$ cat config.mk
export PLATFORM = sky130hd
export DESIGN_NAME = regacc_decoder
export DESIGN_NICKNAME = d
export VERILOG_FILES = /design/src/rtl/rra_pkg.sv /design/src/rtl/rra_addr_decode.sv /design/src/rtl/rra_wait_timer.sv /design/src/rtl/rra_err_count.sv /design/src/rtl/regacc_decoder.sv
export SDC_FILE = /design/constraint.sdc
export NUM_CORES = 1
export LEC_CHECK = 0
export CAP_MARGIN = 20
export CORE_MARGIN = 2
export CORE_UTILIZATION = 35
export DETAILED_ROUTE_END_ITERATION = 10
export PLACE_DENSITY_LB_ADDON = 0.25
export SETUP_SLACK_MARGIN = 0.5
export SLEW_MARGIN = 20
export SYNTH_ARGS = -nofsm -noshare
export SYNTH_HDL_FRONTEND = slang
export SYNTH_SLANG_ARGS = --single-unit
$ cat constraint.sdc
create_clock -name clk -period 2.4 [get_ports clk]
set_input_delay 0.48 -clock clk [delete_from_list [all_inputs] [get_ports clk]]
set_output_delay 0.48 -clock clk [all_outputs]
set_load 0.01 [all_outputs]
$ cat src/rtl/rra_pkg.sv
package rra_pkg;
   localparam int NUM_REGIONS = 7;

   typedef enum logic [2:0] {
      RG_CORE = 3'd0,
      RG_CMN  = 3'd1,
      RG_ETH  = 3'd2,
      RG_PKT  = 3'd3,
      RG_APP  = 3'd4,
      RG_DAC  = 3'd5,
      RG_ADC  = 3'd6
   } region_e;

   typedef enum logic [1:0] {
      ST_IDLE  = 2'd0,
      ST_BUS   = 2'd1,
      ST_REPLY = 2'd2
   } fsm_e;
endpackage

$ cat src/rtl/rra_addr_decode.sv
module rra_addr_decode
   import rra_pkg::*;
#(
   parameter int ADDR_W    = 32,
   parameter int APP_FIRST = 4,
   parameter int APP_LAST  = 11
) (
   input  logic [ADDR_W-1:0]      addr,
   output logic                   hit,
   output logic [NUM_REGIONS-1:0] sel
);
   localparam int TOP_LSB = ADDR_W - 4;
   localparam int SUB_LSB = ADDR_W - 8;

   logic [3:0] top_nib;
   logic [3:0] sub_nib;
   region_e    region;

   assign top_nib = addr[TOP_LSB +: 4];
   assign sub_nib = addr[SUB_LSB +: 4];

   always_comb begin
      hit    = 1'b0;
      region = RG_CORE;
      case (top_nib)
         4'h0, 4'h1: hit = 1'b1;
         4'h2: begin
            if (sub_nib == 4'h0) begin
               hit = 1'b1; region = RG_CMN;
            end else if (sub_nib == 4'h1) begin
               hit = 1'b1; region = RG_ETH;
            end else if (sub_nib == 4'h2) begin
               hit = 1'b1; region = RG_PKT;
            end else if (int'(sub_nib) >= APP_FIRST && int'(sub_nib) <= APP_LAST) begin
               hit = 1'b1; region = RG_APP;
            end else if (sub_nib == 4'hC) begin
               hit = 1'b1; region = RG_DAC;
            end else if (sub_nib == 4'hD) begin
               hit = 1'b1; region = RG_ADC;
            end
         end
         default: hit = 1'b0;
      endcase
   end

   for (genvar r = 0; r < NUM_REGIONS; r++) begin : g_sel
      assign sel[r] = hit && (int'(region) == r);
   end

   if (ADDR_W < 8) begin : g_chk_addr
      $error("rra_addr_decode: ADDR_W must hold two nibbles");
   end
   if (APP_FIRST < 3 || APP_LAST > 11 || APP_FIRST > APP_LAST) begin : g_chk_app
      $error("rra_addr_decode: application code range invalid");
   end
endmodule

$ cat src/rtl/rra_wait_timer.sv
module rra_wait_timer #(
   parameter int LIMIT = 64
) (
   input  logic clk,
   input  logic rst_n,
   input  logic run,
   output logic expire
);
   localparam int CW = (LIMIT > 2) ? $clog2(LIMIT) : 1;
   localparam logic [CW-1:0] LAST = CW'(LIMIT - 1);

   logic [CW-1:0] cnt;

   assign expire = run && (cnt == LAST);

   always_ff @(posedge clk) begin
      if (!rst_n)       cnt <= '0;
      else if (!run)    cnt <= '0;
      else if (!expire) cnt <= cnt + 1'b1;
   end

   if (LIMIT < 2) begin : g_chk_limit
      $error("rra_wait_timer: LIMIT must be at least 2");
   end

   assert_tmo_ends_R8: assert property (@(posedge clk) disable iff (!rst_n)
      expire |=> !run);
endmodule

$ cat src/rtl/rra_err_count.sv
module rra_err_count #(
   parameter int CNT_W    = 8,
   parameter bit SATURATE = 1'b1
) (
   input  logic             clk,
   input  logic             rst_n,
   input  logic             inc,
   output logic [CNT_W-1:0] count
);
   localparam logic [CNT_W-1:0] MAXV = '1;

   logic [CNT_W-1:0] nxt;

   if (SATURATE) begin : g_sat
      assign nxt = (count == MAXV) ? count : count + 1'b1;
   end else begin : g_wrap
      assign nxt = count + 1'b1;
   end

   always_ff @(posedge clk) begin
      if (!rst_n)   count <= '0;
      else if (inc) count <= nxt;
   end

   if (CNT_W < 1) begin : g_chk_w
      $error("rra_err_count: CNT_W must be positive");
   end

   if (SATURATE) begin : g_sat_chk
      assert_err_sat_R9: assert property (@(posedge clk) disable iff (!rst_n)
         (count == MAXV) |=> (count == MAXV));
   end
endmodule

$ cat src/rtl/regacc_decoder.sv
module regacc_decoder
   import rra_pkg::*;
#(
   parameter int                ADDR_W    = 32,
   parameter int                DATA_W    = 32,
   parameter int                TYPE_W    = 16,
   parameter int                PORT_W    = 16,
   parameter int                ERR_W     = 8,
   parameter int                WAIT_MAX  = 64,
   parameter logic [PORT_W-1:0] SVC_PORT  = 16'd1001,
   parameter logic [TYPE_W-1:0] RD_CODE   = 16'h2000,
   parameter logic [TYPE_W-1:0] WR_CODE   = 16'h2001,
   parameter logic [DATA_W-1:0] FILL_WORD = 32'hDEAD_BEEF
) (
   input  logic                   clk,
   input  logic                   rst_n,
   input  logic                   req_valid,
   output logic                   req_ready,
   input  logic [PORT_W-1:0]      req_port,
   input  logic [TYPE_W-1:0]      req_type,
   input  logic [ADDR_W-1:0]      req_addr,
   input  logic [DATA_W-1:0]      req_data,
   output logic [NUM_REGIONS-1:0] bus_sel,
   output logic                   bus_wr,
   output logic [ADDR_W-1:0]      bus_addr,
   output logic [DATA_W-1:0]      bus_wdata,
   input  logic [DATA_W-1:0]      bus_rdata,
   input  logic                   bus_ready,
   output logic                   rsp_valid,
   input  logic                   rsp_ready,
   output logic [PORT_W-1:0]      rsp_port,
   output logic [TYPE_W-1:0]      rsp_type,
   output logic [ADDR_W-1:0]      rsp_addr,
   output logic [DATA_W-1:0]      rsp_data,
   output logic [ERR_W-1:0]       err_count
);
   fsm_e                   state;
   logic [NUM_REGIONS-1:0] sel_q;
   logic [ADDR_W-1:0]      addr_q;
   logic [DATA_W-1:0]      data_q;
   logic                   wr_q;
   logic [DATA_W-1:0]      rsp_data_q;

   logic                   accept, port_ok, is_rd, is_wr, type_ok;
   logic                   cmd_ok, bad_type;
   logic                   dec_hit;
   logic [NUM_REGIONS-1:0] dec_sel;
   logic                   tmo_run, tmo_expire;

   assign accept   = req_valid && (state == ST_IDLE);
   assign port_ok  = (req_port == SVC_PORT);
   assign is_rd    = (req_type == RD_CODE);
   assign is_wr    = (req_type == WR_CODE);
   assign type_ok  = is_rd || is_wr;
   assign cmd_ok   = accept && port_ok && type_ok;
   assign bad_type = accept && port_ok && !type_ok;

   rra_addr_decode #(.ADDR_W(ADDR_W)) u_dec (
      .addr (req_addr),
      .hit  (dec_hit),
      .sel  (dec_sel)
   );

   assign tmo_run = (state == ST_BUS);

   rra_wait_timer #(.LIMIT(WAIT_MAX)) u_tmo (
      .clk    (clk),
      .rst_n  (rst_n),
      .run    (tmo_run),
      .expire (tmo_expire)
   );

   rra_err_count #(.CNT_W(ERR_W), .SATURATE(1'b1)) u_err (
      .clk   (clk),
      .rst_n (rst_n),
      .inc   (bad_type),
      .count (err_count)
   );

   always_ff @(posedge clk) begin
      if (!rst_n) begin
         state      <= ST_IDLE;
         sel_q      <= '0;
         addr_q     <= '0;
         data_q     <= '0;
         wr_q       <= 1'b0;
         rsp_data_q <= '0;
      end else begin
         case (state)
            ST_IDLE: begin
               if (cmd_ok) begin
                  addr_q <= req_addr;
                  data_q <= req_data;
                  wr_q   <= is_wr;
                  sel_q  <= dec_sel;
                  if (dec_hit) begin
                     state <= ST_BUS;
                  end else if (is_rd) begin
                     rsp_data_q <= FILL_WORD;
                     state      <= ST_REPLY;
                  end
               end
            end
            ST_BUS: begin
               if (bus_ready || tmo_expire) begin
                  if (wr_q) begin
                     state <= ST_IDLE;
                  end else begin
                     rsp_data_q <= bus_ready ? bus_rdata : FILL_WORD;
                     state      <= ST_REPLY;
                  end
               end
            end
            ST_REPLY: begin
               if (rsp_ready) state <= ST_IDLE;
            end
            default: state <= ST_IDLE;
         endcase
      end
   end

   assign req_ready = (state == ST_IDLE);
   assign bus_sel   = (state == ST_BUS) ? sel_q : '0;
   assign bus_wr    = wr_q;
   assign bus_addr  = addr_q;
   assign bus_wdata = data_q;
   assign rsp_valid = (state == ST_REPLY);
   assign rsp_port  = SVC_PORT;
   assign rsp_type  = RD_CODE;
   assign rsp_addr  = addr_q;
   assign rsp_data  = rsp_data_q;

   if (DATA_W < 1 || TYPE_W < 1 || PORT_W < 1) begin : g_chk_w
      $error("regacc_decoder: widths must be positive");
   end
   if (WAIT_MAX < 2) begin : g_chk_wait
      $error("regacc_decoder: WAIT_MAX must be at least 2");
   end
   if (RD_CODE == WR_CODE) begin : g_chk_codes
      $error("regacc_decoder: read and write codes must differ");
   end

   assert_sel_onehot_R5: assert property (@(posedge clk) disable iff (!rst_n)
      $onehot0(bus_sel));

   assert_bus_hold_R5: assert property (@(posedge clk) disable iff (!rst_n)
      ((|bus_sel) && !bus_ready && !tmo_expire) |=>
         ($stable(bus_sel) && $stable(bus_addr) && $stable(bus_wdata) && $stable(bus_wr)));

   assert_idle_no_sel_R10: assert property (@(posedge clk) disable iff (!rst_n)
      req_ready |-> (bus_sel == '0));

   assert_reply_hold_R6: assert property (@(posedge clk) disable iff (!rst_n)
      (rsp_valid && !rsp_ready) |=> (rsp_valid && $stable(rsp_data) && $stable(rsp_addr)));

   assert_write_silent_R7: assert property (@(posedge clk) disable iff (!rst_n)
      ((|bus_sel) && bus_wr) |=> !rsp_valid);

   assert_err_source_R9: assert property (@(posedge clk) disable iff (!rst_n)
      (err_count != $past(err_count)) |-> $past(bad_type));
endmodule

Word-level counts from Yosys, hierarchy flattened

Index checks and enable logic that the tools add are counted.

Eq/ne operators: 26
Bitwise operators: 1
Add/subtract/negate cells: 2
Magnitude comparators: 2
Reductions and logical operators: 27
Divide/modulo/power cells: 0
Multiplexer cells: 29
$mul: 0
Shift operators: 0

Operators with widths:

| kind                 | number |
|---|---|
| $mux 32              | 6 |
| $pmux 32 s2          | 1 |
| $eq 16x14->1 const B | 2 |
| $mux 3               | 7 |
| $eq 16x10->1 const B | 1 |
| $logic_and 1x1->1    | 13 |
| $eq 3x3->1 const B   | 4 |
| $mux 2               | 6 |
| $add 8x1->8 const B  | 1 |
| $eq 4x1->1 const B   | 2 |
| $eq 4x2->1 const B   | 2 |
| $eq 4x4->1 const B   | 2 |
| $eq 8x8->1 const B   | 1 |
| $logic_not 4->1      | 2 |
| $mux 7               | 1 |
| $add 6x1->6 const B  | 1 |
| $eq 3x2->1 const B   | 2 |
| $eq 6x6->1 const B   | 1 |
| $mux 1               | 6 |
| $ne 2x1->1 const B   | 3 |
| $ne 2x2->1 const B   | 3 |
| $pmux 2 s3           | 1 |
| $reduce_and 2->1     | 3 |
| $reduce_and 6->1     | 1 |
| 14 further kinds     | 15 |

Output and inout bits: 178
Bits in registers: 120
Memory bits (writable): 0
Memories kept: 0
Bits in latches: 0
Memory bits (read-only): 0

Longest topological paths before layout

Depth after elaboration: 11
Depth in mapped cells: 8
Depth with buffers taken out: 7

By module

Synthesis repeated with hierarchy kept, for this count alone.

Cells, all modules: 667
Area total of the unflattened synthesis: 5824.3 um2

Modules (own cells, without submodules):

| module          | cells an instance | instances | area an instance (um2) |
|---|---|---|---|
| regacc_decoder  | 565               | 1         | 4942.2 |
| rra_err_count   | 46                | 1         | 437.9 |
| rra_wait_timer  | 33                | 1         | 282.8 |
| rra_addr_decode | 23                | 1         | 161.4 |

Worst setup path after synthesis

No wires, ideal clock.

Kind: input to register
Start: input port req_addr[26]
End: register rsp_data_q[10], in the netlist rsp_data[10]
Data arrival time: 2.167 ns
Setup slack: 0.117 ns
Buffers on the path: 1
Stages: 8
Required time: 2.284 ns
Path through: inv_1 > ha_1 > or4b_1 > o211ai_1 > a311oi_1 > o311a_2 > buf_4 > o211a_1

Word-level cells in the longest chain between the ends: 10
Elaborated cells between the ends (all ways): 17

RTL lines:

| what                                  | RTL line              | source |
|---|---|---|
| start, declared                       | regacc_decoder.sv:21  | `input logic [ADDR_W-1:0] req_addr,` |
| $eq 4x4->1                            | rra_addr_decode.sv:38 | `end else if (sub_nib == 4'hD) begin` |
| $mux 1                                | rra_addr_decode.sv:38 |  |
| $mux 1                                | rra_addr_decode.sv:36 | `end else if (sub_nib == 4'hC) begin` |
| $mux 1                                | rra_addr_decode.sv:34 | `end else if (int'(sub_nib) >= APP_FIRST && int'(sub_nib) <= APP_LAST) begin` |
| $mux 1                                | rra_addr_decode.sv:32 | `end else if (sub_nib == 4'h2) begin` |
| $mux 1                                | rra_addr_decode.sv:30 | `end else if (sub_nib == 4'h1) begin` |
| $mux 1 (*)                            | rra_addr_decode.sv:28 | `if (sub_nib == 4'h0) begin` |
| $pmux 1 s2 (*)                        | rra_addr_decode.sv:25 | `case (top_nib)` |
| $ne 2x2->1 (no source line) (*)       | n/a                   |  |
| $reduce_and 6->1 (no source line) (*) | n/a                   |  |
| end signal, assigned                  | regacc_decoder.sv:109 | `rsp_data_q <= bus_ready ? bus_rdata : FILL_WORD;` |
| end, declared                         | regacc_decoder.sv:42  | `logic [DATA_W-1:0] rsp_data_q;` |

Mark *: on every way between the ends. The rest lies on a longest branch, timed or not.
A chain may end at the register's enable or synchronous reset.

Worst setup path in the final report

Start: input port req_addr[27]
End: register rsp_data_q[14], in the netlist rsp_data[14]

The elaborated chain is that of the path after synthesis.

==> run_summary.xml <==
<?xml version="1.0" encoding="UTF-8"?>
<metrics>
  <group name="outcome">
    <metric name="outcome" unit="">completed</metric>
  </group>
  <group name="cts">
    <metric name="tritoncts_num_sinks" unit="">120</metric>
    <metric name="worst_skew_pair.late_latency" unit="ns">0.41</metric>
    <metric name="cts_root_buffer" unit="">clkbuf_16</metric>
    <metric name="hold_buffers" unit="">0</metric>
    <metric name="cts-buffers-inserted" unit="">17</metric>
    <metric name="tritoncts" unit="">done</metric>
    <metric name="cts-htree-levels" unit="">4</metric>
    <metric name="cts.reportedPaths.clkPinSlew" unit="ns">0.05</metric>
    <metric name="ctsLongestPathBuffers" unit="">2</metric>
  </group>
  <group name="setup_path">
    <metric name="slowest_stage_cell_crit_path" unit="">or4b_1</metric>
    <metric name="timing.critical_path.buf_inv" unit="">5</metric>
    <metric name="cp_slowest_stage_delay" unit="ns">0.46</metric>
    <metric name="worst_setup_path_end_kind" unit="">flip-flop</metric>
    <metric name="worst_ep_arrival_time" unit="ns">2.41</metric>
    <metric name="worstPathMaxFanout" unit="">6</metric>
    <metric name="timing.critical_path.required" unit="ns">2.73</metric>
    <metric name="critPathTopFamily" unit="">buffers and inverters</metric>
    <metric name="startpoint_type" unit="">primary input</metric>
    <metric name="crit_path_cell_trace" unit="">buf_6 &gt; buf_8 &gt; inv_12 &gt; ha_4 &gt; or4b_1 &gt; o211ai_1 &gt; buf_4 &gt; o21a_1 &gt; o311a_4 &gt; buf_12 &gt; mux2i_1</metric>
    <metric name="timing.setup.critical_path_class" unit="">primary input to flip-flop</metric>
  </group>
  <group name="die">
    <metric name="dieArea" unit="um2">16270</metric>
    <metric name="boundaryPins" unit="">311</metric>
    <metric name="placementRows" unit="">45</metric>
    <metric name="core_area" unit="um2">15030</metric>
    <metric name="initial_core_util" unit="">0.3553</metric>
    <metric name="die_h" unit="um">127.5</metric>
    <metric name="fp.dieW" unit="um">127.5</metric>
  </group>
  <group name="timing">
    <metric name="timing.final.setup_violations" unit="">0</metric>
    <metric name="worst_slew_pin_slew" unit="ns">0.8035</metric>
    <metric name="final-hold-violation-count" unit="">0</metric>
    <metric name="final.min_clock_period" unit="ns">2.086</metric>
    <metric name="period_share" unit="">0.8694</metric>
    <metric name="final.setup_skew" unit="ns">0.008813</metric>
    <metric name="rsz_0062_raised_after_global_routing" unit="">yes</metric>
    <metric name="drv_slew" unit="">0</metric>
    <metric name="worst_slew_margin_rel" unit="">0.4635</metric>
    <metric name="max_freq" unit="MHz">479.3</metric>
  </group>
  <group name="synthesis">
    <metric name="async_s_r_ff_share_synth" unit="">0</metric>
    <metric name="synthesis.area_per_instance" unit="um2">8.217</metric>
    <metric name="synth.mux.area_fraction" unit="">0.01874</metric>
    <metric name="area_fraction_in_compound_gates_after_synthesis" unit="">0.1464</metric>
    <metric name="yosys.area.top_type_share" unit="">0.4498</metric>
    <metric name="ys.flop_type" unit="">dfxtp_1</metric>
    <metric name="synth_simple_gate_area_frac" unit="">0.2364</metric>
    <metric name="ys.warnings.count" unit="">0</metric>
    <metric name="synth.yosys.seq_area_share" unit="">0.4498</metric>
    <metric name="post_synth_edffs" unit="">0</metric>
    <metric name="yosys_register_bits" unit="">120</metric>
    <metric name="netlist_area" unit="um2">5341</metric>
    <metric name="synth_top_family_by_area" unit="">simple AND/OR/NAND/NOR gates</metric>
    <metric name="post_synth_fa_ha_maj_area_fraction" unit="">0.009370</metric>
    <metric name="synth.distinct_cells" unit="">49</metric>
    <metric name="synth_largest_area_cell" unit="">dfxtp_1</metric>
    <metric name="top_post_synthesis_cells_by_area" unit="">dfxtp_1 (45%), nand2_1 (12%), buf_4 (10%)</metric>
    <metric name="synthXorXnorAreaFrac" unit="">0.006559</metric>
    <metric name="synth_cells" unit="">650</metric>
  </group>
  <group name="place">
    <metric name="dp_cells" unit="">1073</metric>
    <metric name="placed_cell_area" unit="um2">8138</metric>
    <metric name="io_buffers" unit="">278</metric>
    <metric name="gpl.final_weighted_congestion" unit="">0.7643</metric>
    <metric name="hpwlAfterDp" unit="um">11010</metric>
  </group>
  <group name="drt">
    <metric name="route.detailed.drc" unit="">0</metric>
    <metric name="wirelength" unit="um">17190</metric>
    <metric name="num_vias" unit="">5358</metric>
    <metric name="detailedRoute.firstPassIterationCount" unit="">4</metric>
    <metric name="detail_route.iter0.violations" unit="">215</metric>
    <metric name="final_routed_wire_length_divided_by_cell_count" unit="um">15.24</metric>
    <metric name="drtAntennaViolNets" unit="">0</metric>
    <metric name="vias_per_cell" unit="">4.750</metric>
  </group>
  <group name="power">
    <metric name="power_per_cell_area" unit="nW/um2">509.8</metric>
    <metric name="p_leak" unit="nW">3.840</metric>
    <metric name="max-vdd-ir-drop" unit="mV">0.4338</metric>
  </group>
  <group name="finish">
    <metric name="antennaDiodeCount" unit="">0</metric>
    <metric name="nFillCells" unit="">1336</metric>
    <metric name="final_common_cell" unit="">clkdlybuf4s50_1</metric>
    <metric name="final_net_count" unit="">1065</metric>
    <metric name="finish.instance_area" unit="um2">9320</metric>
    <metric name="area.growth.synth_to_final" unit="%">74.49</metric>
    <metric name="instances_no_fill" unit="">1128</metric>
    <metric name="fraction_of_final_layout_cells_sized_beyond_drive_strength_1" unit="">0.1543</metric>
    <metric name="commonest_non_fill_non_tap_cells_in_the_layout" unit="">clkdlybuf4s50_1 (243), nand2_1 (162), dfxtp_1 (115)</metric>
  </group>
  <group name="worst_hold_path">
    <metric name="holdCritPathClass" unit="">primary input to flip-flop</metric>
  </group>
  <group name="global_route">
    <metric name="grt_antenna_before_repair" unit="">0</metric>
    <metric name="first_global_vias" unit="">4905</metric>
    <metric name="grt_use_total" unit="">0.1871</metric>
    <metric name="pin_count_of_the_biggest_net_entering_global_routing" unit="">45</metric>
    <metric name="grt.overflow.total" unit="">0</metric>
    <metric name="grt_pass1_wl" unit="um">24460</metric>
  </group>
  <group name="run">
    <metric name="max_cap_violations" unit="">0</metric>
  </group>
</metrics>
[registers in the layout (all words and copies together) (netlist names)]
register,count
sel_q,7
state,2
u_tmo.cnt,6
bus_wr,1
rsp_data,32
u_err.count,8
bus_wdata,32
bus_addr,32
[final cells by class]
class / count / area [um2] / share of cell area
multi-input cells: 453 / 2581 / 0.2770
well taps: 188 / 235.2 / 0.02524
flip-flops and latches: 120 / 2411 / 0.2587
repair buffers: 330 / 3501 / 0.3756
inverters: 6 / 35.03 / 0.003759
clock buffers: 23 / 457.9 / 0.04913
clock inverters: 8 / 98.84 / 0.01061
[power by group]
group	internal [mW]	total, mW	switching, mW
Clock	1.54	2.41	0.870
Sequential	1.99	1.99	0.000000431
Combinational	0.222	0.344	0.123
[synthesized netlist by cell type (2+ instances only)]
cell type / instances
a211oi_1: 2
a21oi_1: 83
and2_1: 8
and3_1: 3
and4_1: 2
buf_4: 73
buf_6: 3
clkbuf_1: 25
conb_1: 2
dfxtp_1: 120
ha_1: 4
inv_1: 5
mux2i_1: 10
nand2_1: 173
nand3_1: 14
nand4_1: 9
nand4b_1: 2
nor2_1: 33
nor2b_1: 4
nor3b_1: 3
nor4_1: 3
o211a_1: 24
o21a_1: 2
o21ai_0: 11
or3_1: 6
xnor2_1: 2
xor2_1: 2
[through the flow]
step                utilization  power, mW  hold slack (ns)  setup slack (ns)  setup TNS (ns)
floorplan                     -      2.155           0.4273            0.1953               0
global placement         0.5413      2.369           0.4378           -0.5332          -18.80
detailed placement       0.5413      2.371           0.4422           -0.5616          -20.44
CTS                      0.5826      4.809           0.3316            0.3237               0
global route             0.6200      4.918           0.3805            0.2105               0
finish                   0.6200      4.751           0.3536            0.3135               0
[cell families after synthesis]
kind of cell,after synthesis
other cells,2
fa+ha+maj,4
xor+xnor,4
compound gates,127
simple gates,275
mux,10
flops,120
buf+inv,108
[per-layer routing]
metal / wire length [um] / part of all wire / vias up / global-route usage
met2: 8640 / 0.50 / 193 / 0.3174
met3: 1078 / 0.063 / 16 / 0.05360
met4: 235 / 0.014 / 0 / 0.06917
li1: - / - / 2654 / -
met1: 7240 / 0.42 / 2495 / 0.2256
met5: 0 / 0 / - / 0
[worst paths after layout]
path / slack (ns) / depth (start not counted) / endpoint / start
worst max-delay path: 0.31 / 11 / rsp_data[14] / req_addr[27]
worst min-delay path: 0.35 / 3 / bus_addr[26] / req_addr[26]
worst max register to register: 0.49 / 7 / rsp_data[14] / u_tmo.cnt[0]
worst min register to register: 0.45 / 2 / sel_q[3] / sel_q[3]
[timing repair]
| item | 4_1_cts | 5_1_grt |
|---|---|---|
| cloned | 2 | 12 |
| setup endpoints to repair | 125 | 121 |
| setup buffers | 4 | 6 |
| pin swaps | 8 | 23 |
| resized for setup | 63 | 77 |
| hold endpoints to repair | 0 | 0 |
[worst min-delay path, cell delays in order]
cell     delay [ns]
buf_2          0.12
nand2_1        0.05
a21oi_1        0.05
Power figures use the tool's default switching activity.
